**config.mk**
```make
export PLATFORM = sky130hd
export DESIGN_NAME = adc_fmt_conv
export DESIGN_NICKNAME = d
export VERILOG_FILES = /design/src/rtl/adc_fmt_pkg.sv /design/src/rtl/adc_fmt_justify.sv /design/src/rtl/adc_fmt_outreg.sv /design/src/rtl/adc_fmt_conv.sv
export SDC_FILE = /design/constraint.sdc
export NUM_CORES = 1
export LEC_CHECK = 0
export BUFFER_PORTS_ARGS = -buffer_cell sky130_fd_sc_hd__buf_2
export CAP_MARGIN = 0
export CORE_ASPECT_RATIO = 1.1
export CORE_MARGIN = 2
export CORE_UTILIZATION = 50
export DETAILED_ROUTE_END_ITERATION = 7
export GPL_ROUTABILITY_DRIVEN = 0
export PLACE_DENSITY = 0.82
export SLEW_MARGIN = 15
export SYNTH_ARGS = -nofsm -noshare
export SYNTH_HDL_FRONTEND = slang
export SYNTH_SLANG_ARGS = --single-unit
```
**constraint.sdc**
```tcl
create_clock -name clk -period 2.15 [get_ports clk]
set_clock_uncertainty 0.05 [all_clocks]
set_input_delay 0.3225 -clock clk [delete_from_list [all_inputs] [get_ports clk]]
set_output_delay 0.3225 -clock clk [all_outputs]
set_load 0.1 [all_outputs]
```
**src/rtl/adc_fmt_pkg.sv**
```systemverilog
package adc_fmt_pkg;
   typedef enum logic [1:0] {
      FMT_UINT  = 2'b00,
      FMT_SINT  = 2'b01,
      FMT_UFRAC = 2'b10,
      FMT_SFRAC = 2'b11
   } fmt_e;
endpackage

```
**src/rtl/adc_fmt_justify.sv**
```systemverilog
module adc_fmt_justify
   import adc_fmt_pkg::*;
#(
   parameter int CODE_W = 10,
   parameter int OUT_W  = 16
) (
   input  logic [CODE_W-1:0] code,
   input  fmt_e              fmt,
   output logic [OUT_W-1:0]  word
);
   localparam int PAD_W = OUT_W - CODE_W;

   if (CODE_W < 2) begin : g_chk_code
      $error("adc_fmt_justify: CODE_W must be at least 2");
   end
   if (PAD_W < 1) begin : g_chk_pad
      $error("adc_fmt_justify: OUT_W must exceed CODE_W");
   end

   logic                sign_bit;
   logic [CODE_W-2:0]   body;

   assign sign_bit = ~code[CODE_W-1];
   assign body     = code[CODE_W-2:0];

   always_comb begin
      unique case (fmt)
         FMT_UINT:  word = {{PAD_W{1'b0}}, code};
         FMT_SINT:  word = {{(PAD_W+1){sign_bit}}, body};
         FMT_UFRAC: word = {code, {PAD_W{1'b0}}};
         FMT_SFRAC: word = {sign_bit, body, {PAD_W{1'b0}}};
         default:   word = '0;
      endcase
   end
endmodule

```
**src/rtl/adc_fmt_outreg.sv**
```systemverilog
module adc_fmt_outreg #(
   parameter int OUT_W = 16
) (
   input  logic             clk,
   input  logic             rst,
   input  logic             load,
   input  logic [OUT_W-1:0] d,
   output logic [OUT_W-1:0] q,
   output logic             vld
);
   if (OUT_W < 1) begin : g_chk_w
      $error("adc_fmt_outreg: OUT_W must be positive");
   end

   always_ff @(posedge clk) begin
      if (rst) begin
         q   <= '0;
         vld <= 1'b0;
      end else if (load) begin
         q   <= d;
         vld <= 1'b1;
      end
   end

   AST_RST_CLEAR: assert property (@(posedge clk) rst |=> (q == '0 && !vld));
   AST_LOAD_TAKES: assert property (@(posedge clk) disable iff (rst)
      load |=> (vld && q == $past(d)));
   AST_IDLE_HOLDS: assert property (@(posedge clk) disable iff (rst)
      !load |=> ($stable(q) && $stable(vld)));
endmodule

```
**src/rtl/adc_fmt_conv.sv**
```systemverilog
module adc_fmt_conv
   import adc_fmt_pkg::*;
#(
   parameter int LO_W  = 10,
   parameter int HI_W  = 12,
   parameter int OUT_W = 16
) (
   input  logic             clk,
   input  logic             rst,
   input  logic             res_hi,
   input  logic [1:0]       fmt_sel,
   input  logic [HI_W-1:0]  code_in,
   input  logic             code_vld,
   output logic [OUT_W-1:0] word_out,
   output logic             word_vld
);
   localparam int N_RES    = 2;
   localparam int LO_PAD   = OUT_W - LO_W;
   localparam int HI_PAD   = OUT_W - HI_W;

   if (LO_W >= HI_W) begin : g_chk_res
      $error("adc_fmt_conv: LO_W must be below HI_W");
   end
   if (HI_W >= OUT_W) begin : g_chk_out
      $error("adc_fmt_conv: HI_W must be below OUT_W");
   end

   fmt_e                          fmt;
   logic [N_RES-1:0][OUT_W-1:0]   cand;
   logic [OUT_W-1:0]              next_word;

   assign fmt = fmt_e'(fmt_sel);

   for (genvar g = 0; g < N_RES; g++) begin : g_res
      localparam int W = (g == 0) ? LO_W : HI_W;
      adc_fmt_justify #(
         .CODE_W (W),
         .OUT_W  (OUT_W)
      ) u_just (
         .code (code_in[W-1:0]),
         .fmt  (fmt),
         .word (cand[g])
      );
   end

   assign next_word = res_hi ? cand[1] : cand[0];

   adc_fmt_outreg #(
      .OUT_W (OUT_W)
   ) u_oreg (
      .clk  (clk),
      .rst  (rst),
      .load (code_vld),
      .d    (next_word),
      .q    (word_out),
      .vld  (word_vld)
   );

   AST_UINT_TOP_ZERO: assert property (@(posedge clk) disable iff (rst)
      (code_vld && fmt_sel == 2'b00 && res_hi) |=> (word_out[OUT_W-1:HI_W] == '0));
   AST_SINT_EXT_LO: assert property (@(posedge clk) disable iff (rst)
      (code_vld && fmt_sel == 2'b01 && !res_hi) |=>
      (word_out[OUT_W-1:LO_W-1] == {(LO_PAD+1){~$past(code_in[LO_W-1])}}));
   AST_UFRAC_TOP_HI: assert property (@(posedge clk) disable iff (rst)
      (code_vld && fmt_sel == 2'b10 && res_hi) |=>
      (word_out[OUT_W-1:HI_PAD] == $past(code_in)));
   AST_SFRAC_SIGN: assert property (@(posedge clk) disable iff (rst)
      (code_vld && fmt_sel == 2'b11 && res_hi) |=>
      (word_out[OUT_W-1] != $past(code_in[HI_W-1])));
   AST_FRAC_PAD_LO: assert property (@(posedge clk) disable iff (rst)
      (code_vld && fmt_sel[1] && !res_hi) |=> (word_out[LO_PAD-1:0] == '0));
   AST_FRAC_PAD_HI: assert property (@(posedge clk) disable iff (rst)
      (code_vld && fmt_sel[1] && res_hi) |=> (word_out[HI_PAD-1:0] == '0));
endmodule

```
# Yosys cells after proc, flatten, opt, wreduce, memory -nomap -nowiden
# Cells that the tools add are included.
dict set report word_totals {
  in_bits 18
  output_inout_bits 17
  elab_cells 11
  ff_bits 17
}
dict set report op_classes {
  n_eq_ne 3
  n_reduce_logical 1
  muxes 3
  bitwise_logic 2
}
# cell count
set ops {}
lappend ops {{$pmux W16 S4} 2}
lappend ops {{$mux W16} 1}
lappend ops {{$eq A2 B2 Y1 const B} 2}
lappend ops {{$eq A2 B1 Y1 const B} 1}
lappend ops {{$logic_not A2 Y1} 1}
lappend ops {{$not A1 Y1} 2}

# Longest topological paths before layout
dict set report logic_depth {
  ltp_word 3
  ltp_mapped 6
}

# Cells and area by module
# Synthesis repeated with hierarchy kept, for this count alone.
dict set report unflattened {
  cells_unflattened 119
  hier_area_um2 1243.7
}
# module area_per_inst_um2 instances seq_area_each_um2 cells_per_inst
set by_module_without_submodules {}
lappend by_module_without_submodules {adc_fmt_outreg 609.3 1 340.3 55}
lappend by_module_without_submodules {adc_fmt_conv 249.0 1 0.0 18}
lappend by_module_without_submodules {{adc_fmt_justify at g_res[1].u_just} 201.4 1 0.0 23}
lappend by_module_without_submodules {{adc_fmt_justify at g_res[0].u_just} 183.9 1 0.0 23}

# Least setup slack after synthesis
# OpenSTA, ideal clock, no wires.
dict set report synth_timing {
  path_type {flip-flop to flip-flop}
  startpoint {register, netlist name u_oreg.q[14]}
  endpoint {register u_oreg.q[14]}
  t_arrival_ns 1.295
  slack_ns 0.717
  path_buffers 0
  period_less_slack_ns 1.433
  setup_time_ns 0.088
  stages_incl_launch_ff 3
  cell_sequence {dfxtp_1 > a21oi_1 > a311oi_2}
}
# element line_no
set synth_lines {}
lappend synth_lines {{end signal, assigned} adc_fmt_outreg.sv:17} ;# q <= '0;
lappend synth_lines {{end signal, assigned} adc_fmt_outreg.sv:20} ;# q <= d;
lappend synth_lines {{end, declared} adc_fmt_outreg.sv:8} ;# output logic [OUT_W-1:0] q,

# Worst setup path after layout
dict set report layout_timing {
  startpoint {register u_oreg.q[3]}
  endpoint {output word_out[3]}
}
# element line_no
set layout_lines {}
lappend layout_lines {{end, declared} adc_fmt_conv.sv:14} ;# output logic [OUT_W-1:0] word_out,
# No word-level cell between the ends.

==> reports/metrics.yaml <==
clock_buffers_created_by_tritoncts: 3
report.final.setup_viol: 0
synth_xor_xnor_area_share: 0.0194
largest_family_of_logic_cells_by_synthesized_area: "simple AND/OR/NAND/NOR gates"
timing.final.ws_setup_ns: 0.712
routedWlPerCell_um: 13.5
timing.critical_path.max_delay_family: "buffers and inverters"
die_width_um: 44.5
ant_nets: 0
area_growth_syn_to_layout_pct: 16.8
grt_pass1_vias: 835
initialDrtViolationCount: 15
timing.critical_path.slowest_stage_cell: "sky130_fd_sc_hd__buf_2"
max_freq_mhz: 696
result_of_the_run: "completed"
yosysTopAreaCellShare: 0.377
grt_first_pass_wirelength_um: 3420
floorplan.core_area_mm2: 0.00174
comb_power_share: 0.354
drive_gt1_frac: 0.311
cts_tree: "done"
worstHoldPathType: "primary input to flop"
cellLeakagePower_nw: 0.495
placed_instance_count: 146
clkTransAtPathRegs_ns: 0.09
avgViaCountPerCell: 5.72
initial_core_util: 0.519
cts_sinks: 17
synth_compound_gate_area_share: 0.194
clkLatencyLatePin_ns: 0.28
grt_util_all_layers: 0.202
slew_headroom: 0.676
design.portCount: 35
yosys_register_bits: 17
postSynth.topFlopCell: "sky130_fd_sc_hd__dfxtp_1"
cellPowerDensity_mw_per_mm2: 749
endpoint_kind: "output pin"
synth_edf_count: 0
ctsRootBufferMaster: "sky130_fd_sc_hd__clkbuf_4"
path_cells: "buf_2"
hold_buffers: 0
synth-seq-area-share: 0.377
critPathKind: "flop to output pin"
fp.dieArea_mm2: 0.00216
pwr-share-seq: 0.437
post-route-util: 0.606
largest_net_degree_at_the_start_of_global_routing: 27
post-route-drc-count: 0
fp.dieH_um: 48.6
synth_adder_area_share: 0
routed-via-count: 858
stdcell_count: 150
critical_path.n_buffers_inverters: 1
postRouteWirelength_um: 2030
mappedNetlistNets: 123
synthesis.area_per_instance_um2: 8.60
fin_crit_sh: 0.669
clock_tree.htree_level_count: 1
final_max_slew_viol_count: 0
antenna_found_initial: 0
start_kind: "flop"
worst-endpoint-arrival_ns: 1.07
synth_top_cells_by_count: "19 x sky130_fd_sc_hd__nor2_1, 17 x sky130_fd_sc_hd__dfxtp_1, 8 x sky130_fd_sc_hd__mux2i_1, 7 x sky130_fd_sc_hd__nand2_1"
slowest_delay_ns: 0.43
synth_area_um2: 903
grt_overflow: 0
synthMuxAreaShare: 0.126
finalHoldViolations: 0
dr.pass1.iters: 5
worstMarginPinSlew_ns: 0.489
switching_share: 0.406
synth.most_common_cell: "sky130_fd_sc_hd__nor2_1"
yosys.area.top_type: "sky130_fd_sc_hd__dfxtp_1"
power_frac_clock: 0.209
internal_power_mw: 0.469
path_max_fanout: 2
rsz0062_at_grt: "false"
insertedDiodeCount: 0
synthesis.yosys.warnings: 0
ys_types: 30
clk_path_buf_depth: 2
final.min_clock_period_ns: 1.44
vdd_drop_max_mv: 0.390
tns_ns: 0
worst-endpoint-required_ns: 1.78
finalNetCount: 151
postCtsSetupRepairBufs: 0
port-buffer-count: 34
pre_cts_ws_ns: 0.528
cts_resized: 0
p_sw_mw: 0.320
largest_cells_by_area_after_synthesis: "sky130_fd_sc_hd__dfxtp_1 38%, sky130_fd_sc_hd__mux2i_1 8.9%, sky130_fd_sc_hd__nor2_1 7.9%, sky130_fd_sc_hd__a21oi_1 3.3%, sky130_fd_sc_hd__buf_2 3.3%"
cell_count_after_synthesis: 105
synthSimpleGateAreaFrac: 0.197
dp_hpwl_um: 1530
rows: 16
drv.max_cap_violation_count: 0
async_reset_ff_frac: 0
==> through the flow <==
| stage | hold WS, ns | cell area [um^2] | power [mW] |
|---|---|---|---|
| after floorplan | 0.417 | 903 | 0.586 |
| after global placement | 0.415 | 1030 | 0.628 |
| after detailed placement | 0.421 | 1030 | 0.632 |
| after CTS | 0.253 | 1050 | 0.795 |
| after global routing | 0.268 | 1050 | 0.829 |
| final | 0.257 | 1050 | 0.790 |
==> kinds of logic (layout without fill, tap and decap cells) <==
family          Yosys count  count (layout)
simple gates             38              38
buf+inv                  14              41
flops                    17              17
mux                      10              10
compound gates           24              24
xor+xnor                  2               2
==> final timing paths <==
check                from           end  slack [ns]  depth (start not counted)
min            code_in[1]   u_oreg.q[1]        0.26                          3
max reg2reg  u_oreg.q[10]  u_oreg.q[10]        1.38                          2
min reg2reg  u_oreg.q[12]  u_oreg.q[12]        0.43                          2
max           u_oreg.q[3]   word_out[3]        0.71                          1
==> cell usage in the layout (no fill, tap or decap) <==
master                     count
sky130_fd_sc_hd__dfxtp_1      17
sky130_fd_sc_hd__buf_2        34
sky130_fd_sc_hd__nand2b_1      3
sky130_fd_sc_hd__o41ai_1       1
sky130_fd_sc_hd__a311oi_1      3
sky130_fd_sc_hd__a31oi_1       2
sky130_fd_sc_hd__nand2_1       7
sky130_fd_sc_hd__xor2_1        1
sky130_fd_sc_hd__a41o_1        1
sky130_fd_sc_hd__nor2_1       19
sky130_fd_sc_hd__nand3b_1      1
sky130_fd_sc_hd__o21ai_0       1
sky130_fd_sc_hd__clkbuf_4      3
sky130_fd_sc_hd__mux2_2        1
sky130_fd_sc_hd__a221o_1       1
sky130_fd_sc_hd__nor3b_1       1
sky130_fd_sc_hd__inv_1         3
sky130_fd_sc_hd__a22oi_1       4
sky130_fd_sc_hd__mux2i_1       8
sky130_fd_sc_hd__a21oi_1       6
sky130_fd_sc_hd__o21ai_1       1
sky130_fd_sc_hd__nand3_1       5
sky130_fd_sc_hd__a211oi_1      3
sky130_fd_sc_hd__a311oi_2      1
sky130_fd_sc_hd__mux4_2        1
sky130_fd_sc_hd__xnor2_1       1
sky130_fd_sc_hd__clkbuf_1      1
sky130_fd_sc_hd__nor3b_2       1
sky130_fd_sc_hd__or3b_1        1
==> cell type report <==
class                   instances  area (um^2)
inverters                       3         11.3
well taps                      18         22.5
flip-flops and latches         17          340
multi-input cells              74          484
clock buffers                   4         26.3
fillers                       156          687
repair buffers                 34          170
==> power groups by stage <==
stage / Combinational [mW] / Clock [mW] / Sequential (mW)
2_1_floorplan: 0.0883 / 0 / 0.497
6_report: 0.280 / 0.165 / 0.345
5_1_grt: 0.296 / 0.186 / 0.347
4_1_cts: 0.280 / 0.170 / 0.345
3_5_place_dp: 0.280 / 0 / 0.352
3_3_place_gp: 0.276 / 0 / 0.352
==> routing by layer <==
metal,vias up,part of all wire,global-route usage
met4,0,0.011,0.0707
met1,391,0.44,0.259
met5,-,0,0
met2,36,0.50,0.331
li1,425,-,-
met3,6,0.055,0.0336
==> sequential cells by signal, indices dropped and copies added, names as in the netlist <==
name,flops
u_oreg.q,16
u_oreg.vld,1
(Power assumes the default switching activity.)
